==> src/rtl/i2c_cmd_engine.sv <==
module i2c_cmd_engine #(
  parameter int QTR_CYCLES = 4
) (
  input  logic        clk,
  input  logic        rst_n,
  input  logic        bus_sel,
  input  logic        bus_we,
  input  logic [1:0]  bus_addr,
  input  logic [31:0] bus_wdata,
  output logic [31:0] bus_rdata,
  input  logic        scl_in,
  input  logic        sda_in,
  output logic        scl_pull,
  output logic        sda_pull
);

  localparam int TW = (QTR_CYCLES > 1) ? $clog2(QTR_CYCLES) : 1;
  localparam logic [TW-1:0] TMAX = TW'(QTR_CYCLES - 1);
  localparam logic [1:0] A_CTRL = 2'd0, A_STAT = 2'd1, A_DATA = 2'd2, A_PAD = 2'd3;
  localparam logic [1:0] OP_START = 2'd0, OP_RSTART = 2'd1, OP_STOP = 2'd2, OP_BYTE = 2'd3;
  localparam logic [5:0] ACK_HIGH = 6'd33;

  function automatic logic [1:0] line_lvl(input logic [1:0] op, input logic [5:0] st,
                                          input logic [7:0] tx);
    logic [1:0] q;
    logic [3:0] b;
    q = st[1:0];
    b = st[5:2];
    case (op)
      OP_START:  line_lvl = (st == 6'd0) ? 2'b11 : (st == 6'd1) ? 2'b10 : 2'b00;
      OP_RSTART: line_lvl = (st == 6'd0) ? 2'b01 : (st == 6'd1) ? 2'b11 :
                            (st == 6'd2) ? 2'b10 : 2'b00;
      OP_STOP:   line_lvl = (st == 6'd0) ? 2'b00 : (st == 6'd1) ? 2'b10 : 2'b11;
      default:   line_lvl = {(q == 2'd1) || (q == 2'd2), b[3] ? 1'b1 : tx[~b[2:0]]};
    endcase
  endfunction

  function automatic logic [5:0] last_step(input logic [1:0] op);
    case (op)
      OP_START:  last_step = 6'd2;
      OP_RSTART: last_step = 6'd3;
      OP_STOP:   last_step = 6'd2;
      default:   last_step = 6'd35;
    endcase
  endfunction

  logic          en_q, nak_last_q, nak_smp_q, pad_off_q;
  logic [1:0]    cmd_q, op_q;
  logic          st_done, st_err, st_nak;
  logic [7:0]    tx_q;
  logic          run_q, scl_q, sda_q;
  logic [5:0]    step_q;
  logic [TW-1:0] tmr_q;
  logic [23:0]   unused_hi;

  logic wr_en, ctrl_go, data_go, accept, reject, stall, tick, fin;
  logic [1:0] new_op, nxt_lvl;
  logic [7:0] new_tx, clr;

  assign unused_hi = bus_wdata[31:8];
  assign wr_en   = bus_sel & bus_we;
  assign ctrl_go = wr_en && bus_addr == A_CTRL && bus_wdata[0] &&
                   (bus_wdata[2:1] == 2'd1 || bus_wdata[2:1] == 2'd2);
  assign data_go = wr_en && bus_addr == A_DATA && en_q;
  assign accept  = (ctrl_go | data_go) & ~run_q;
  assign reject  = (ctrl_go | data_go) & run_q;
  assign new_op  = data_go ? OP_BYTE : (bus_wdata[2:1] == 2'd2) ? OP_STOP :
                   bus_wdata[3] ? OP_RSTART : OP_START;
  assign new_tx  = data_go ? bus_wdata[7:0] : tx_q;
  assign stall   = scl_q & ~scl_in;
  assign tick    = run_q & ~stall & (tmr_q == TMAX);
  assign fin     = tick & (step_q == last_step(op_q));
  assign nxt_lvl = line_lvl(op_q, step_q + 6'd1, tx_q);
  assign clr     = (wr_en && bus_addr == A_STAT) ? bus_wdata[7:0] : 8'd0;

  assign scl_pull = ~pad_off_q & ~scl_q;
  assign sda_pull = ~pad_off_q & ~sda_q;

  always_ff @(posedge clk or negedge rst_n) begin
    if (!rst_n) begin
      run_q  <= 1'b0;
      op_q   <= OP_START;
      step_q <= '0;
      tmr_q  <= '0;
      scl_q  <= 1'b1;
      sda_q  <= 1'b1;
      tx_q   <= '0;
    end else if (accept) begin
      run_q          <= 1'b1;
      op_q           <= new_op;
      step_q         <= '0;
      tmr_q          <= '0;
      {scl_q, sda_q} <= line_lvl(new_op, 6'd0, new_tx);
      tx_q           <= new_tx;
    end else if (run_q && !stall) begin
      if (tmr_q == TMAX) begin
        tmr_q <= '0;
        if (fin) begin
          run_q <= 1'b0;
        end else begin
          step_q         <= step_q + 6'd1;
          {scl_q, sda_q} <= nxt_lvl;
        end
      end else begin
        tmr_q <= tmr_q + 1'b1;
      end
    end
  end

  always_ff @(posedge clk or negedge rst_n) begin
    if (!rst_n) begin
      nak_smp_q  <= 1'b0;
      nak_last_q <= 1'b0;
    end else begin
      if (tick && op_q == OP_BYTE && step_q == ACK_HIGH) nak_smp_q <= sda_in;
      if (fin && op_q == OP_BYTE) nak_last_q <= nak_smp_q;
    end
  end

  always_ff @(posedge clk or negedge rst_n) begin
    if (!rst_n) begin
      en_q      <= 1'b0;
      cmd_q     <= 2'd0;
      pad_off_q <= 1'b1;
    end else if (wr_en) begin
      if (bus_addr == A_CTRL) begin
        en_q  <= bus_wdata[0];
        cmd_q <= bus_wdata[2:1];
      end
      if (bus_addr == A_PAD) pad_off_q <= bus_wdata[2];
    end
  end

  always_ff @(posedge clk or negedge rst_n) begin
    if (!rst_n) begin
      st_done <= 1'b0;
      st_err  <= 1'b0;
      st_nak  <= 1'b0;
    end else begin
      st_done <= fin ? 1'b1 : (st_done & ~clr[3]);
      st_err  <= reject ? 1'b1 : (st_err & ~clr[2]);
      st_nak  <= (fin && op_q == OP_BYTE && nak_smp_q) ? 1'b1 : (st_nak & ~clr[0]);
    end
  end

  always_comb begin
    bus_rdata = '0;
    case (bus_addr)
      A_CTRL:  bus_rdata[3:0] = {nak_last_q, cmd_q, en_q};
      A_STAT:  bus_rdata[7:0] = {run_q, 3'b000, st_done, st_err, 1'b0, st_nak};
      A_DATA:  bus_rdata[7:0] = tx_q;
      default: bus_rdata[2]   = pad_off_q;
    endcase
  end

endmodule

==> config.mk <==
export PLATFORM = sky130hd
export DESIGN_NAME = i2c_cmd_engine
export DESIGN_NICKNAME = d
export VERILOG_FILES = /design/src/rtl/i2c_cmd_engine.sv
export SDC_FILE = /design/constraint.sdc
export NUM_CORES = 1
export LEC_CHECK = 0
export CORE_MARGIN = 2
export CORE_UTILIZATION = 40
export DETAILED_ROUTE_END_ITERATION = 6
export DONT_BUFFER_PORTS = 1
export HOLD_SLACK_MARGIN = 0.05
export SYNTH_ARGS = -nofsm -noshare
export SYNTH_HDL_FRONTEND = slang
export SYNTH_SLANG_ARGS = --single-unit
==> constraint.sdc <==
create_clock -name clk -period 2.67 [get_ports clk]
set_input_delay 0.801 -clock clk [delete_from_list [all_inputs] [get_ports clk]]
set_output_delay 0.801 -clock clk [all_outputs]
set_load 0.02 [all_outputs]
==> results of run 1 <==
==> area by class of cell <==
cell class,instances,area (sq um)
sequential,30,754
timing repair buffer,14,105
fill,526,2840
clock inverter,2,12.5
inverter,9,33.8
multi-input combinational,183,1220
tap,70,87.6
clock buffer,6,82.6
==> sequential cells by signal, summed over array words and instances (netlist names) <==
| register | count |
|---|---|
| st_err | 1 |
| en_q | 1 |
| tmr_q | 2 |
| cmd_q | 2 |
| run_q | 1 |
| tx_q | 8 |
| step_q | 6 |
| nak_last_q | 1 |
| pad_off_q | 1 |
| st_nak | 1 |
| sda_q | 1 |
| nak_smp_q | 1 |
| st_done | 1 |
| scl_q | 1 |
| op_q | 2 |
==> metal layers <==
layer | GRT usage (%) | part of all wire (%)
met1 | 21.7 | 47
met5 | 0 | 0
met4 | 4.29 | 1.0
met2 | 24.0 | 45
met3 | 6.28 | 6.4
==> metrics by stage <==
stage / instance area (sq um) / power (mW) / cells / utilization [%] / setup TNS, ps
3_3_place_gp: 2200 / 1.63 / 306 / 42.9 / -22.5
2_1_floorplan: 2240 / 1.48 / 257 / - / 0
6_report: 2300 / 2.03 / 314 / 44.7 / 0
3_5_place_dp: 2200 / 1.64 / 306 / 42.9 / 0
5_1_grt: 2300 / 2.20 / 314 / 44.7 / 0
4_1_cts: 2300 / 2.04 / 314 / 44.7 / 0
==> placed cells by master (no fill, tap or decap), types with 3 or more instances in the layout <==
cell	synthesis	final
a2111oi_0	3	3
a21oi_1	4	4
a222oi_1	3	3
a22o_1	3	3
a31oi_1	3	3
and2_1	3	3
and3_1	5	5
buf_4	26	14
clkbuf_8	0	6
conb_1	1	24
dfrtp_1	27	27
dfstp_2	3	3
ha_1	10	10
inv_1	9	9
mux2_2	15	15
mux2i_1	6	6
nand2_1	19	19
nand3_1	8	8
nor2_1	20	20
nor2b_1	4	4
nor3_1	5	5
o21ai_0	11	11
xor2_1	3	3
==> Yosys cell counts, types with 3 or more instances <==
cell and count:
dfrtp_1 27, buf_4 26, nor2_1 20, nand2_1 19, mux2_2 15, o21ai_0 11
ha_1 10, inv_1 9, nand3_1 8, clkbuf_1 6, mux2i_1 6, and3_1 5
nor3_1 5, a21oi_1 4, nor2b_1 4, a2111oi_0 3, a222oi_1 3, a22o_1 3
a31oi_1 3, and2_1 3, dfstp_2 3, xor2_1 3
==> power groups by stage <==
stage	clock network (mW)	logic, mW	registers (mW)
after floorplan	0	0.753	0.727
after global placement	0	0.768	0.860
after detailed placement	0	0.778	0.862
after CTS	0.411	0.780	0.853
after global routing	0.431	0.878	0.889
final	0.394	0.777	0.857
==> path summary, 6_finish.rpt <==
check                                      startpoint               endpoint  slack (ps)  depth (start not counted)
worst max-delay path                      bus_addr[0]           bus_rdata[2]         130                          5
worst max register to register  step_q[2]$_DFFE_PN0P_      scl_q$_DFFE_PN1P_         500                          5
min in group clk                     st_nak$_DFF_PN0_       st_nak$_DFF_PN0_         480                          2
worst min-delay path                            rst_n  step_q[3]$_DFFE_PN0P_         200                          0
max in group asynchronous                       rst_n      sda_q$_DFFE_PN1P_        2290                          0
worst min register to register       st_nak$_DFF_PN0_       st_nak$_DFF_PN0_         480                          2
==> worst register-to-register path: cells and delay by family (launching register included) <==
| kind | cells | cell delay (ps) |
|---|---|---|
| AO/OA/AOI/OAI | 3 | 990 |
| flip-flops | 1 | 510 |
| AND/OR/NAND/NOR | 2 | 600 |
==> cells by family (layout without fill, tap and decap cells) <==
| kind of cell | Yosys count | count (layout) |
|---|---|---|
| compound gates | 47 | 47 |
| xor+xnor | 5 | 5 |
| fa+ha+maj | 10 | 10 |
| buf+inv | 44 | 31 |
| flops | 30 | 30 |
| mux | 21 | 21 |
| other cells | 1 | 24 |
| simple gates | 76 | 76 |
==> summary.md, run 1 <==
| Metric | Value |
|---|---|
| Final setup viols | `0` |
| Gate power share | `38.3%` |
| Post-layout min period | `2540 ps` |
| Distinct cells, synth | `50` |
| Critical path arrival | `1740 ps` |
| Root buffer cell | `clkbuf_8` |
| Die area | `0.00600 sq mm` |
| Clk buf depth | `2` |
| Slew @ Worst Pin | `564 ps` |
| DRC | `0` |
| GRT Util Overall | `16.1%` |
| Antenna viol nets, final | `0` |
| Die W | `77.4 microns` |
| Int Power | `1.21 mW` |
| Share of layout cells above drive strength 1 | `19.3%` |
| Initial Util | `42.0%` |
| CTS tree | `done` |
| Vias in the first global route | `1527` |
| Reg power frac | `42.3%` |
| Total CTS buffers | `5` |
| Hold slack | `198 ps` |
| Largest delay share family, worst path | `compound AO/OA/AOI/OAI gates` |
| RD Place Congestion | `0.802` |
| Simple-gate share of the synthesized area | `17.3%` |
| Number of buffers and inverters on the critical path | `2` |
| CP startpoint kind | `input port` |
| H-tree depth | `2` |
| Synth Area in Compound Gates | `16.4%` |
| Final worst slack | `134 ps` |
| PortBufs | `0` |
| Synth Area in XOR/XNOR | `2.38%` |
| Number of DRC markers in iteration 0 | `82` |
| Period utilization | `95.0%` |
| N_diodes | `0` |
| TritonCTS Sinks | `30` |
| Mux cell area share after synthesis | `10.6%` |
| Yosys top cell by area | `dfrtp_1` |
| Max Slew Vio Count | `0` |
| Largest net degree at the start of global routing | `31` |
| Avg Inst Size Synth | `9.22 sq um` |
| Async S/R FF share, synth | `100%` |
| Yosys reg bits | `30` |
| Total grt overflow | `0` |
| Antenna violations before repair | `0` |
| Leakage power | `1.07 nW` |
| Clock slew at reported path FFs | `70 ps` |
| Via count | `1661` |
| Clk network pwr share | `19.4%` |
| DRT Wirelength | `4.68 mm` |
| Hold WC Path Type | `in2async` |
| YS warnings | `0` |
| Pwr Density | `883 mW/mm^2` |
| Max Cap Violations | `0` |
| Adder-cell area share of the yosys netlist | `5.80%` |
| Post-synthesis cell area | `0.00216 sq mm` |
| Unrepaired setup endpoints after global routing | `false` |
| Max_slew headroom | `61.4%` |
| Worst setup EP type | `output port` |
| Crit path max fanout | `7` |
| WP data required | `1870 ps` |
| Wirelength per Cell | `14.9 microns` |
| Dpl ws | `25.9 ps` |
| CORE AREA | `0.00514 sq mm` |
| Syn Inst Count | `234` |
| Die height | `77.4 microns` |
| Final Hold Fails | `0` |
| Peak VDD IR | `368 uV` |
| Largest family of logic cells by synthesized area | `simple AND/OR/NAND/NOR gates` |
| Nets | `293` |
| Final HPWL DP | `3.57 mm` |
| Main synth FF type | `dfrtp_1` |
| Kind of critical path | `in2out` |
| Row cnt | `26` |
| Status | `finished, final reports clean` |
| 1st-pass router iterations | `4` |
| Worst-skew pair later-pin latency | `290 ps` |
| Vias per cell | `5.29` |
| CTS resizes | `0` |
| Seq/Total Area, Yosys | `35.0%` |
| Area Overhead vs Synth | `6.55%` |
| EDFF count, synth | `0` |
| Hold-fix buffers at CTS | `0` |
| Sw Pwr | `816 uW` |
| Post CTS Setup Buffer Count | `0` |
| I/O pin cnt | `74` |
| First-pass GRT wire length | `7.56 mm` |
| Max Freq | `394 MHz` |
| Share of the synthesized area in the top cell type | `31.3%` |
| Crit-path slowest cell | `a222oi_1` |
| Clock Skew | `4.62 ps` |
| Top cells by area, synth | `dfrtp_1 31%, buf_4 9.0%, mux2_2 7.8%` |
| Sw Share | `40.2%` |
| Cell chain of the critical path | `inv_1 > ha_1 > a222oi_1 > mux2i_1 > buf_4` |
| Max incr delay on CP | `330 ps` |
(Power assumes the default switching activity.)
==> run 2: changes to the inputs <==
--- a/config.mk
+++ b/config.mk
@@ -10,6 +10,7 @@
 export DETAILED_ROUTE_END_ITERATION = 6
 export DONT_BUFFER_PORTS = 1
 export HOLD_SLACK_MARGIN = 0.05
+export SLEW_MARGIN = 40
 export SYNTH_ARGS = -nofsm -noshare
 export SYNTH_HDL_FRONTEND = slang
 export SYNTH_SLANG_ARGS = --single-unit
==> results of run 2 <==
Final layout, timing and power as in run 1 (identical DEF).
==> run 3: changes to the inputs <==
--- a/config.mk
+++ b/config.mk
@@ -10,6 +10,7 @@
 export DETAILED_ROUTE_END_ITERATION = 6
 export DONT_BUFFER_PORTS = 1
 export HOLD_SLACK_MARGIN = 0.05
+export SKIP_CTS_REPAIR_TIMING = 1
 export SLEW_MARGIN = 40
 export SYNTH_ARGS = -nofsm -noshare
 export SYNTH_HDL_FRONTEND = slang
==> results of run 3 <==
Final layout, timing and power as in run 1 (identical DEF).
